[src/rtl/tt_pkg.sv]
package tt_pkg;
  localparam int unsigned DATA_W = 32;
  localparam int unsigned ADDR_W = 6;
  localparam int unsigned SIZE_W = 3;
  localparam int unsigned NBYTES = DATA_W / 8;
  localparam int unsigned N_TMR  = 2;

  localparam logic [ADDR_W-1:0] OFS_CD_CTRL  = ADDR_W'(32);
  localparam logic [ADDR_W-1:0] OFS_CD_LEFT  = ADDR_W'(36);
  localparam logic [ADDR_W-1:0] OFS_PER_CTRL = ADDR_W'(40);
  localparam logic [ADDR_W-1:0] OFS_PER_LEFT = ADDR_W'(44);
  localparam logic [SIZE_W-1:0] WORD_BYTES   = SIZE_W'(NBYTES);

  typedef enum logic [2:0] {
    SEL_NONE,
    SEL_CD_CTRL,
    SEL_CD_LEFT,
    SEL_PER_CTRL,
    SEL_PER_LEFT
  } reg_sel_e;

  // lane k holds offset k; value is big-endian (offset 0 = MSB)
  function automatic logic [DATA_W-1:0] lane_swap(input logic [DATA_W-1:0] d);
    logic [DATA_W-1:0] r;
    for (int k = 0; k < int'(NBYTES); k++) begin
      r[8*k +: 8] = d[8*(int'(NBYTES)-1-k) +: 8];
    end
    return r;
  endfunction
endpackage

[src/rtl/tt_bus_decode.sv]
module tt_bus_decode
  import tt_pkg::*;
(
  input  logic              valid_i,
  input  logic              write_i,
  input  logic [ADDR_W-1:0] addr_i,
  input  logic [SIZE_W-1:0] size_i,
  output reg_sel_e          sel_o,
  output logic              err_o,
  output logic [N_TMR-1:0]  wr_o
);
  reg_sel_e hit;
  logic     size_ok;

  always_comb begin
    case (addr_i)
      OFS_CD_CTRL:  hit = SEL_CD_CTRL;
      OFS_CD_LEFT:  hit = SEL_CD_LEFT;
      OFS_PER_CTRL: hit = SEL_PER_CTRL;
      OFS_PER_LEFT: hit = SEL_PER_LEFT;
      default:      hit = SEL_NONE;
    endcase
    size_ok = (size_i == WORD_BYTES);
    err_o   = valid_i && (hit != SEL_NONE) && !size_ok;
    sel_o   = (valid_i && size_ok) ? hit : SEL_NONE;
    wr_o[0] = write_i && (sel_o == SEL_CD_CTRL);
    wr_o[1] = write_i && (sel_o == SEL_PER_CTRL);
  end
endmodule

[src/rtl/tt_tick_base.sv]
module tt_tick_base
  import tt_pkg::*;
#(
  parameter logic [DATA_W-1:0] INIT = '0
) (
  input  logic              clk_i,
  input  logic              rst_ni,
  input  logic              tick_i,
  output logic [DATA_W-1:0] now_o,
  output logic [DATA_W-1:0] now_nxt_o
);
  logic [DATA_W-1:0] now_q;

  assign now_nxt_o = now_q + {{(DATA_W-1){1'b0}}, tick_i};
  assign now_o     = now_q;

  always_ff @(posedge clk_i or negedge rst_ni) begin
    if (!rst_ni) now_q <= INIT;
    else         now_q <= now_nxt_o;
  end
endmodule

[src/rtl/tt_timer_unit.sv]
module tt_timer_unit
  import tt_pkg::*;
#(
  parameter bit PERIODIC = 1'b0
) (
  input  logic              clk_i,
  input  logic              rst_ni,
  input  logic              tick_i,
  input  logic [DATA_W-1:0] now_i,
  input  logic [DATA_W-1:0] now_nxt_i,
  input  logic              wr_i,
  input  logic [DATA_W-1:0] wval_i,
  output logic [DATA_W-1:0] ctrl_o,
  output logic [DATA_W-1:0] left_o,
  output logic              event_o
);
  localparam logic [DATA_W-1:0] ONE = {{(DATA_W-1){1'b0}}, 1'b1};

  logic              armed_q;
  logic [DATA_W-1:0] delta_q;
  logic [DATA_W-1:0] start_q;
  logic              expire;
  logic              stay_armed;

  generate
    if (PERIODIC) begin : g_reload
      assign stay_armed = 1'b1;
    end else begin : g_oneshot
      assign stay_armed = 1'b0;
    end
  endgenerate

  // modular difference stays correct across time base wrap
  assign left_o  = armed_q ? (start_q + delta_q - now_i) : '0;
  assign expire  = armed_q && tick_i && !wr_i && (left_o == ONE);
  assign event_o = expire;
  assign ctrl_o  = delta_q;

  always_ff @(posedge clk_i or negedge rst_ni) begin
    if (!rst_ni) begin
      armed_q <= 1'b0;
      delta_q <= '0;
      start_q <= '0;
    end else if (wr_i) begin
      delta_q <= wval_i;
      start_q <= now_nxt_i;
      armed_q <= (wval_i != '0);
    end else if (expire) begin
      start_q <= now_nxt_i;
      armed_q <= stay_armed;
    end
  end
endmodule

[src/rtl/tick_timer_pair.sv]
module tick_timer_pair
  import tt_pkg::*;
#(
  parameter logic [DATA_W-1:0] TIME_INIT = '0
) (
  input  logic              clk_i,
  input  logic              rst_ni,
  input  logic              tick_i,
  input  logic              req_valid_i,
  input  logic              req_write_i,
  input  logic [ADDR_W-1:0] req_addr_i,
  input  logic [SIZE_W-1:0] req_size_i,
  input  logic [DATA_W-1:0] req_wdata_i,
  output logic [DATA_W-1:0] rsp_rdata_o,
  output logic              rsp_err_o,
  output logic              cd_event_o,
  output logic              per_event_o
);
  reg_sel_e                     sel;
  logic [N_TMR-1:0]             wr;
  logic [N_TMR-1:0]             ev;
  logic [N_TMR-1:0][DATA_W-1:0] ctrl_val;
  logic [N_TMR-1:0][DATA_W-1:0] left_val;
  logic [DATA_W-1:0]            now;
  logic [DATA_W-1:0]            now_nxt;
  logic [DATA_W-1:0]            wval;

  assign wval = lane_swap(req_wdata_i);

  tt_bus_decode u_dec (
    .valid_i (req_valid_i),
    .write_i (req_write_i),
    .addr_i  (req_addr_i),
    .size_i  (req_size_i),
    .sel_o   (sel),
    .err_o   (rsp_err_o),
    .wr_o    (wr)
  );

  tt_tick_base #(.INIT(TIME_INIT)) u_base (
    .clk_i     (clk_i),
    .rst_ni    (rst_ni),
    .tick_i    (tick_i),
    .now_o     (now),
    .now_nxt_o (now_nxt)
  );

  // index 0: one-shot, index 1: periodic
  for (genvar t = 0; t < N_TMR; t++) begin : g_tmr
    tt_timer_unit #(.PERIODIC(t == 1)) u_tmr (
      .clk_i     (clk_i),
      .rst_ni    (rst_ni),
      .tick_i    (tick_i),
      .now_i     (now),
      .now_nxt_i (now_nxt),
      .wr_i      (wr[t]),
      .wval_i    (wval),
      .ctrl_o    (ctrl_val[t]),
      .left_o    (left_val[t]),
      .event_o   (ev[t])
    );
  end

  assign cd_event_o  = ev[0];
  assign per_event_o = ev[1];

  always_comb begin
    rsp_rdata_o = '0;
    if (!req_write_i) begin
      case (sel)
        SEL_CD_CTRL:  rsp_rdata_o = lane_swap(ctrl_val[0]);
        SEL_CD_LEFT:  rsp_rdata_o = lane_swap(left_val[0]);
        SEL_PER_CTRL: rsp_rdata_o = lane_swap(ctrl_val[1]);
        SEL_PER_LEFT: rsp_rdata_o = lane_swap(left_val[1]);
        default:      rsp_rdata_o = '0;
      endcase
    end
  end
endmodule

[config.mk]
export PLATFORM = sky130hd
export DESIGN_NAME = tick_timer_pair
export DESIGN_NICKNAME = d
export VERILOG_FILES = /design/src/rtl/tt_pkg.sv /design/src/rtl/tt_bus_decode.sv /design/src/rtl/tt_tick_base.sv /design/src/rtl/tt_timer_unit.sv /design/src/rtl/tick_timer_pair.sv
export SDC_FILE = /design/constraint.sdc
export NUM_CORES = 1
export LEC_CHECK = 0
export ABC_CLOCK_PERIOD_IN_PS = 6700
export BUFFER_PORTS_ARGS = -buffer_cell sky130_fd_sc_hd__buf_2
export CORE_MARGIN = 5
export CORE_UTILIZATION = 63
export DETAILED_ROUTE_END_ITERATION = 12
export PLACE_DENSITY_LB_ADDON = 0.15
export SYNTH_ARGS = -nofsm -noshare
export SYNTH_HDL_FRONTEND = slang
export SYNTH_HIERARCHICAL = 1
export SYNTH_SLANG_ARGS = --single-unit
[constraint.sdc]
create_clock -name clk_i -period 6.7 [get_ports clk_i]
set_clock_uncertainty 0.2 [all_clocks]
set_input_delay 1.34 -clock clk_i [delete_from_list [all_inputs] [get_ports clk_i]]
set_output_delay 1.34 -clock clk_i [all_outputs]
set_load 0.02 [all_outputs]
==> PnR_summary.wiki, run 1 <==
{| class="wikitable"
! Metric !! Value
|-
| Maximum root-to-sink buffer count || 2
|-
| Number of vias per cell || ~6.3
|-
| Clock tree from TritonCTS || yes
|-
| Clock root buffer || clkbuf_16
|-
| Largest net degree at the start of global routing || 72
|-
| Placeable core region || roughly 0.022 mm2
|-
| Post-route clock period utilization || between 90% and 100%
|-
| Most frequent cells after synthesis || inv_1 (263), dfrtp_1 (162), nand2_1 (139)
|-
| Fraction of the core area covered by cells at the end of the flow || roughly 69%
|-
| Total clock sinks || between 150 and 200
|-
| Count of nets left with antenna violations after detail routing || 0
|-
| Ports placed on the boundary || about 80
|-
| Cells after synthesis || roughly 1.6k
|-
| Worst-margin pin slew || 0.971 ns
|-
| Area growth from synthesis to final layout || 9.06%
|-
| Number of flops mapped to enable cells by yosys || 0
|-
| WL/cell || 23.1 um
|-
| Number of synthesized register bits || around 160
|-
| Cell Int Power || roughly 2.2 mW
|-
| Syn Area/Cell || roughly 9 um2
|-
| Minimum clock period || about 6.6 ns
|-
| Fraction of registers with async set or reset after synthesis || 100%
|-
| Post-Syn Area || 0.0142 mm2
|-
| Layout cell share with drive strength beyond 1 || about 17%
|-
| Die outline width || between 150 and 200 um
|-
| Capturing instance or port of the critical path || cd_event_o
|-
| Total DRC errors in the routed layout || 0
|-
| Area of the die || ~0.026 mm2
|-
| Initial antenna violation count || 0
|-
| Final number of hold-violating endpoints || 0
|-
| Final routed wirelength across all metal layers || ~45000 um
|-
| Clock group share of total power || 29.5%
|-
| First-pass DRT Iterations || 9
|-
| Final-stage net count || between 1.5k and 2k
|-
| Reg2reg start || u_base/now_o[1]
|-
| Standby leakage power || about 7.5 nW
|-
| Total global routing track utilization || a little over a third
|-
| Worst setup slack for register-to-register paths || between 1 and 1.5 ns
|-
| Worst ir drop on vdd || ~0.21 mV
|-
| Routability congestion estimate from global placement || just over 1
|-
| Cts bufs inserted || 17
|-
| Switching part of the total || between 30% and 40%
|-
| # setup viols final || 0
|-
| DPL Wire Length || approximately 34000 um
|-
| Number of buffers added on ports || 80
|-
| Number of warnings printed during yosys synthesis || 6
|-
| Fmax || roughly 150 MHz
|-
| Number of global-route vias before repair || roughly 12k
|-
| Starting Density || between 60% and 70%
|-
| Slew Limit Headroom || 34.7%
|-
| Arrival time reported for the critical path endpoint || between 5 and 6 ns
|-
| Kind of critical path || register to output port
|-
| Portion of the post-synthesis area used by sequential elements || approximately 28%
|-
| Kind of start point of the critical path || register
|-
| Antenna Cells || 0
|-
| Total overflow reported by the global router || 0
|-
| Required @ worst endpoint || 5.16 ns
|-
| Net count after synthesis || 1756
|-
| Placement row count || 55
|-
| Largest cells by area after synthesis || dfrtp_1 (28%), mux2_4 (9.3%), fa_1 (8.7%)
|-
| Comb pwr share || a little over 40%
|-
| Flop pwr share || about 30%
|-
| Count of pins over their slew limit || 0
|-
| Class of the most critical hold timing path || register to register
|-
| Net switching power || 1.43 mW
|-
| Height of the die || 160 um
|-
| PnR Total Power || 3.61 mW
|-
| Top fanout value on the critical path || 5
|-
| Outcome || completed
|-
| Clock latency reported for the late side of the worst-skew pair || 0.44 ns
|-
| Clock transition at the registers of the reported paths || ~0.070 ns
|-
| Iter 0 DRT Violations || ~1.6k
|-
| Area share of the leading cell type in the synthesized netlist || ~28%
|-
| Worst reg-to-reg path cell count || 14
|-
| Number of maximum-capacitance constraint violations || 0
|-
| Wire length of the first global-routing pass || between 60000 and 70000 um
|-
| Via Count || ~12k
|-
| Timing startpoint of the critical path || u_base/now_o[1]
|-
| Cell type with the largest total area after synthesis || dfrtp_1
|-
| Final-layout worst hold slack || roughly 0.3 ns
|-
| Pwr/cell area || approximately 230 mW/mm2
|-
| Capture instance of the worst register-to-register path || g_tmr[0].u_tmr/start_q[31]
|-
| Htree depth || 4
|-
| Commonest register cell after synthesis || dfrtp_1
|-
| Most common cell in the netlist || inv_1
|-
| Count of distinct cell types in the synthesized netlist || roughly 90
|-
| Endpoint type of the worst setup path || output port
|}
-- sequential cells by signal, indices dropped and copies added (netlist names) --
register / count
g_tmr.u_tmr/armed_q: 2
g_tmr.u_tmr/start_q: 64
u_base/now_o: 32
g_tmr.u_tmr/ctrl_o: 64
-- how the worst min path moves through the flow --
| stage | startpoint | endpoint | depth (start not counted) |
|---|---|---|---|
| 2_1_floorplan | g_tmr[0].u_tmr/start_q[0] | g_tmr[0].u_tmr/start_q[0] | 1 |
| 3_3_place_gp | g_tmr[0].u_tmr/start_q[0] | g_tmr[0].u_tmr/start_q[0] | 1 |
| 3_5_place_dp | g_tmr[0].u_tmr/start_q[0] | g_tmr[0].u_tmr/start_q[0] | 1 |
| 4_1_cts | g_tmr[0].u_tmr/start_q[0] | g_tmr[0].u_tmr/start_q[0] | 1 |
| 5_1_grt | g_tmr[0].u_tmr/start_q[10] | g_tmr[0].u_tmr/start_q[10] | 1 |
| 6_report | g_tmr[0].u_tmr/start_q[0] | g_tmr[0].u_tmr/start_q[0] | 1 |
-- cells by family (layout without fill, tap and decap cells) --
family | count (synthesis) | count (layout) | synth area share, %
AO/OA/AOI/OAI | 321 | 321 | 15.0
XOR/XNOR | 78 | 78 | 4.80
adder cells (fa/ha/maj) | 129 | 129 | 14.6
buffers and inverters | 328 | 404 | 9.72
flip-flops | 162 | 162 | 28.5
multiplexers | 106 | 106 | 10.7
AND/OR/NAND/NOR | 457 | 457 | 16.7
-- what timing repair did --
action,CTS,global route
pin swaps,0,1
buffers inserted,0,0
hold buffers,0,0
endpoints found under the setup margin,1,2
resized for setup,1,8
-- stage by stage --
step	instance area [um2]	TNS (ns)	instances	setup slack [ns]
global placement	14900	0	1910	0.493
detailed placement	14900	0	1910	0.471
floorplan	14200	0	1581	0.889
finish	15500	0	1942	0.145
CTS	15500	0	1942	0.0305
global route	15500	-0.00594	1942	-0.00594
-- power by group through the flow --
| stage | clock [mW] | sequential (mW) | combinational [mW] |
|---|---|---|---|
| 3_3_place_gp | 0 | 1.08 | 1.37 |
| 2_1_floorplan | 0 | 1.07 | 1.04 |
| 6_report | 1.06 | 1.06 | 1.48 |
| 5_1_grt | 1.13 | 1.07 | 1.60 |
| 4_1_cts | 1.08 | 1.06 | 1.41 |
| 3_5_place_dp | 0 | 1.08 | 1.38 |
-- worst max-delay path, stage by stage, from the launching register on --
cell	delay (ns)
dfrtp_2	0.45
fa_1	0.61
inv_1	0.06
ha_1	0.31
a21o_1	0.23
a21oi_2	0.19
xnor2_1	0.10
or4_4	0.52
or4_1	0.45
or4_1	0.45
or4_1	0.41
or4_1	0.43
nor3_2	0.18
buf_4	0.18
-- cell type report --
cell class                      instances  area (um2)
Clock inverter                         14         190
Multi-Input combinational cell       1091        8850
Clock buffer                           18         429
Timing Repair Buffer                  109         652
Sequential cell                       162        4060
Inverter                              263         987
Fill cell                            1826        6920
Tap cell                              285         357
-- layout by cell type, fill, tap and decap left out, drive strengths merged, types with 7 or more instances in the layout --
cell,count
inv,272
dfrtp,162
nand2,139
buf,109
o21ai,107
mux2,101
nor2,96
a21oi,79
ha,67
fa,62
xor2,41
xnor2,37
nand4,36
nor4,35
a222oi,31
nor3,30
and2,27
nand3,25
clkbuf,18
a21o,17
o21a,13
and3,12
o31ai,10
nand2b,10
or4,10
a211oi,9
o211ai,7
a31oi,7
-- metal layers --
layer | global-route usage, % | vias to the layer above | part of all wire (%)
li1 | - | 5557 | -
met1 | 51.2 | 6000 | 43
met2 | 53.0 | 667 | 44
met3 | 7.21 | 84 | 10
met4 | 10.4 | 0 | 2.9
met5 | 0 | - | 0
(Power assumes the default switching activity.)
==> run 2: changes to the inputs <==
--- a/config.mk
+++ b/config.mk
@@ -7,3 +7,3 @@
 export LEC_CHECK = 0
-export ABC_CLOCK_PERIOD_IN_PS = 6700
+export ABC_CLOCK_PERIOD_IN_PS = 6100
 export BUFFER_PORTS_ARGS = -buffer_cell sky130_fd_sc_hd__buf_2
@@ -11,2 +11,3 @@
 export CORE_UTILIZATION = 63
+export CTS_CLUSTER_SIZE = 10
 export DETAILED_ROUTE_END_ITERATION = 12
==> constraint.sdc (replaced) <==
create_clock -name clk_i -period 6.1 [get_ports clk_i]
set_clock_uncertainty 0.2 [all_clocks]
set_input_delay 0.915 -clock clk_i [delete_from_list [all_inputs] [get_ports clk_i]]
set_output_delay 0.915 -clock clk_i [all_outputs]
set_load 0.02 [all_outputs]
==> PnR_summary.wiki, run 2 (synthesis results as in run 1) <==
{| class="wikitable"
! Metric !! Value
|-
| Iter 0 DRT Violations || 1550 (was 1564)
|-
| Number of maximum-capacitance constraint violations || 0 (unchanged)
|-
| Ports placed on the boundary || 81 (unchanged)
|-
| Number of buffers added on ports || 80 (unchanged)
|-
| Count of pins over their slew limit || 0 (unchanged)
|-
| Standby leakage power || 7.56 nW (was 7.52 nW)
|-
| Clock tree from TritonCTS || yes (unchanged)
|-
| Maximum root-to-sink buffer count || 2 (unchanged)
|-
| Wire length of the first global-routing pass || 70200 um (was 69900 um)
|-
| Worst-margin pin slew || 0.973 ns (was 0.971 ns)
|-
| Kind of start point of the critical path || register (unchanged)
|-
| DPL Wire Length || 34900 um (was 34300 um)
|-
| FILL cells || 1816 (was 1826)
|-
| Required @ worst endpoint || 4.98 ns (was 5.16 ns)
|-
| Clock transition at the registers of the reported paths || 0.07 ns (about the same)
|-
| First-pass DRT Iterations || 7 (was 9)
|-
| Largest net degree at the start of global routing || 66 (was 72)
|-
| Post CTS Setup Buffer Count || 0 (unchanged)
|-
| Final number of hold-violating endpoints || 0 (unchanged)
|-
| Most common library cell in the layout ignoring fill and taps || inv_1 (unchanged)
|-
| Height of the die || 160 um (unchanged)
|-
| Initial antenna violation count || 0 (unchanged)
|-
| Number of global-route vias before repair || 12.1k (was 12.0k)
|-
| Antenna Cells || 0 (unchanged)
|-
| Arrival time reported for the critical path endpoint || 4.87 ns (was 5.02 ns)
|-
| Total global routing track utilization || 35.3% (was 35.0%)
|-
| Count of nets left with antenna violations after detail routing || 0 (unchanged)
|-
| Post-route clock period utilization || around 98%
|-
| Number of hold buffers added after cts || 0 (unchanged)
|-
| Worst ir drop on vdd || 0.231 mV (was 0.208 mV)
|-
| Setup TNS || 0 ns (unchanged)
|-
| Routability congestion estimate from global placement || 1.03 (was 1.01)
|-
| Htree depth || 4 (unchanged)
|-
| Placement row count || 55 (unchanged)
|-
| # setup viols final || 0 (unchanged)
|-
| Final routed wirelength across all metal layers || 45400 um (was 44800 um)
|-
| Clock latency reported for the late side of the worst-skew pair || 0.45 ns (was 0.44 ns)
|-
| Pwr/cell area || 255 mW/mm2 (was 232 mW/mm2)
|-
| Cts bufs inserted || 17 (unchanged)
|-
| Fmax || approximately 170 MHz
|-
| Minimum clock period || about 6.0 ns
|-
| Slew Limit Headroom || 34.6% (was 34.7%)
|-
| Area taken by flip-flops and latches || 0.00406 mm2 (unchanged)
|-
| Via Count || 12.2k (was 12.3k)
|-
| Setup WS pre-CTS || 0.269 ns (was 0.471 ns)
|-
| Class of the most critical hold timing path || input port to asynchronous set/reset pin (was register to register)
|-
| Fraction of the core area covered by cells at the end of the flow || 69.5% (was 69.2%)
|-
| Endpoint type of the worst setup path || output port (unchanged)
|-
| WL/cell || 23.3 um (was 23.1 um)
|-
| Placeable core region || 0.0224 mm2 (unchanged)
|-
| Starting Density || 63.4% (unchanged)
|-
| Die outline width || 160 um (unchanged)
|-
| Unrepaired setup endpoints after global routing || no
|-
| Layout cell share with drive strength beyond 1 || 18.2% (was 17.1%)
|-
| Clock root buffer || clkbuf_16 (unchanged)
|-
| Outcome || completed (unchanged)
|-
| Setup WS post-layout || 0.113 ns (was 0.145 ns)
|-
| Total clock sinks || 162 (unchanged)
|-
| Final-stage net count || 1825 (was 1819)
|-
| Top fanout value on the critical path || 6 (was 5)
|-
| Most frequent cells in the layout || inv_1 (262), dfrtp_1 (159), nand2_1 (139) (was inv_1 (263), dfrtp_1 (159), nand2_1 (139))
|-
| Total overflow reported by the global router || 0 (unchanged)
|-
| Kind of critical path || register to output port (unchanged)
|-
| Area growth from synthesis to final layout || 9.58% (was 9.06%)
|-
| Area of the die || 0.0257 mm2 (unchanged)
|-
| Multi-input gate area || 0.00891 mm2 (was 0.00885 mm2)
|-
| Number of vias per cell || 6.27 (was 6.34)
|-
| Total DRC errors in the routed layout || 0 (unchanged)
|}
==> run 2: worst max-delay path: stages, from the launching register on <==
cell and delay, ns:
dfrtp_2 0.46, fa_1 0.56, inv_1 0.05, ha_1 0.38, a21oi_2 0.17, nand2_1 0.08, a41oi_2 0.27, o31ai_1 0.18
or2_2 0.31, a21o_1 0.18, or4_4 0.55, or4_4 0.42, or4_4 0.44, nor3_4 0.23, buf_6 0.15
==> run 2: per-stage QoR <==
step                power (mW)  instance area (um2)  hold slack (ns)  std cells
floorplan                 2.32                14200            0.264       1581
global placement          2.70                14900            0.274       1916
detailed placement        2.72                14900            0.294       1916
CTS                       3.89                15500            0.245       1948
global route              4.20                15600            0.270       1948
finish                    3.98                15600            0.233       1948
==> run 2: per-layer routing <==
layer | global-route usage [%] | vias to the layer above | routed length (um)
met5 | 0 | - | 0
met4 | 11.8 | 0 | 1610
met3 | 9.39 | 93 | 4950
met2 | 53.0 | 639 | 19600
met1 | 50.0 | 5920 | 19200
li1 | - | 5557 | -
==> run 2: layout make-up <==
| type | instances | area share, % |
|---|---|---|
| multi-input combinational | 1091 | 57.1 |
| sequential | 162 | 26.0 |
| inverter | 263 | 6.33 |
| timing repair buffer | 115 | 4.41 |
| clock buffer | 18 | 2.75 |
| tap | 285 | 2.29 |
| clock inverter | 14 | 1.07 |
==> run 2: worst paths after layout <==
path	start	end	slack [ns]	depth (start not counted)
min in group clk_i	g_tmr[1].u_tmr/start_q[7]	g_tmr[1].u_tmr/start_q[7]	0.31	1
worst max register to register	u_base/now_o[2]	g_tmr[1].u_tmr/start_q[0]	0.65	15
worst min register to register	g_tmr[1].u_tmr/start_q[7]	g_tmr[1].u_tmr/start_q[7]	0.31	1
max in group asynchronous	rst_ni	u_base/now_o[27]	4.31	2
worst min-delay path	rst_ni	g_tmr[1].u_tmr/start_q[9]	0.23	1
worst max-delay path	u_base/now_o[4]	cd_event_o	0.11	14
==> run 2: power by group <==
| group | leakage, nW | switching, mW | total (mW) | internal, mW |
|---|---|---|---|---|
| Sequential | 1.92 | 0.0496 | 1.16 | 1.11 |
| Clock | 0.288 | 0.518 | 1.14 | 0.619 |
| Combinational | 5.35 | 1.05 | 1.68 | 0.637 |
| Total | 7.56 | 1.61 | 3.98 | 2.37 |
==> run 2: repair_timing <==
action                                  CTS  global route
pin swaps                                 2             6
gates resized for setup                   5            20
gates cloned                              0             0
endpoints found under the setup margin    1             2
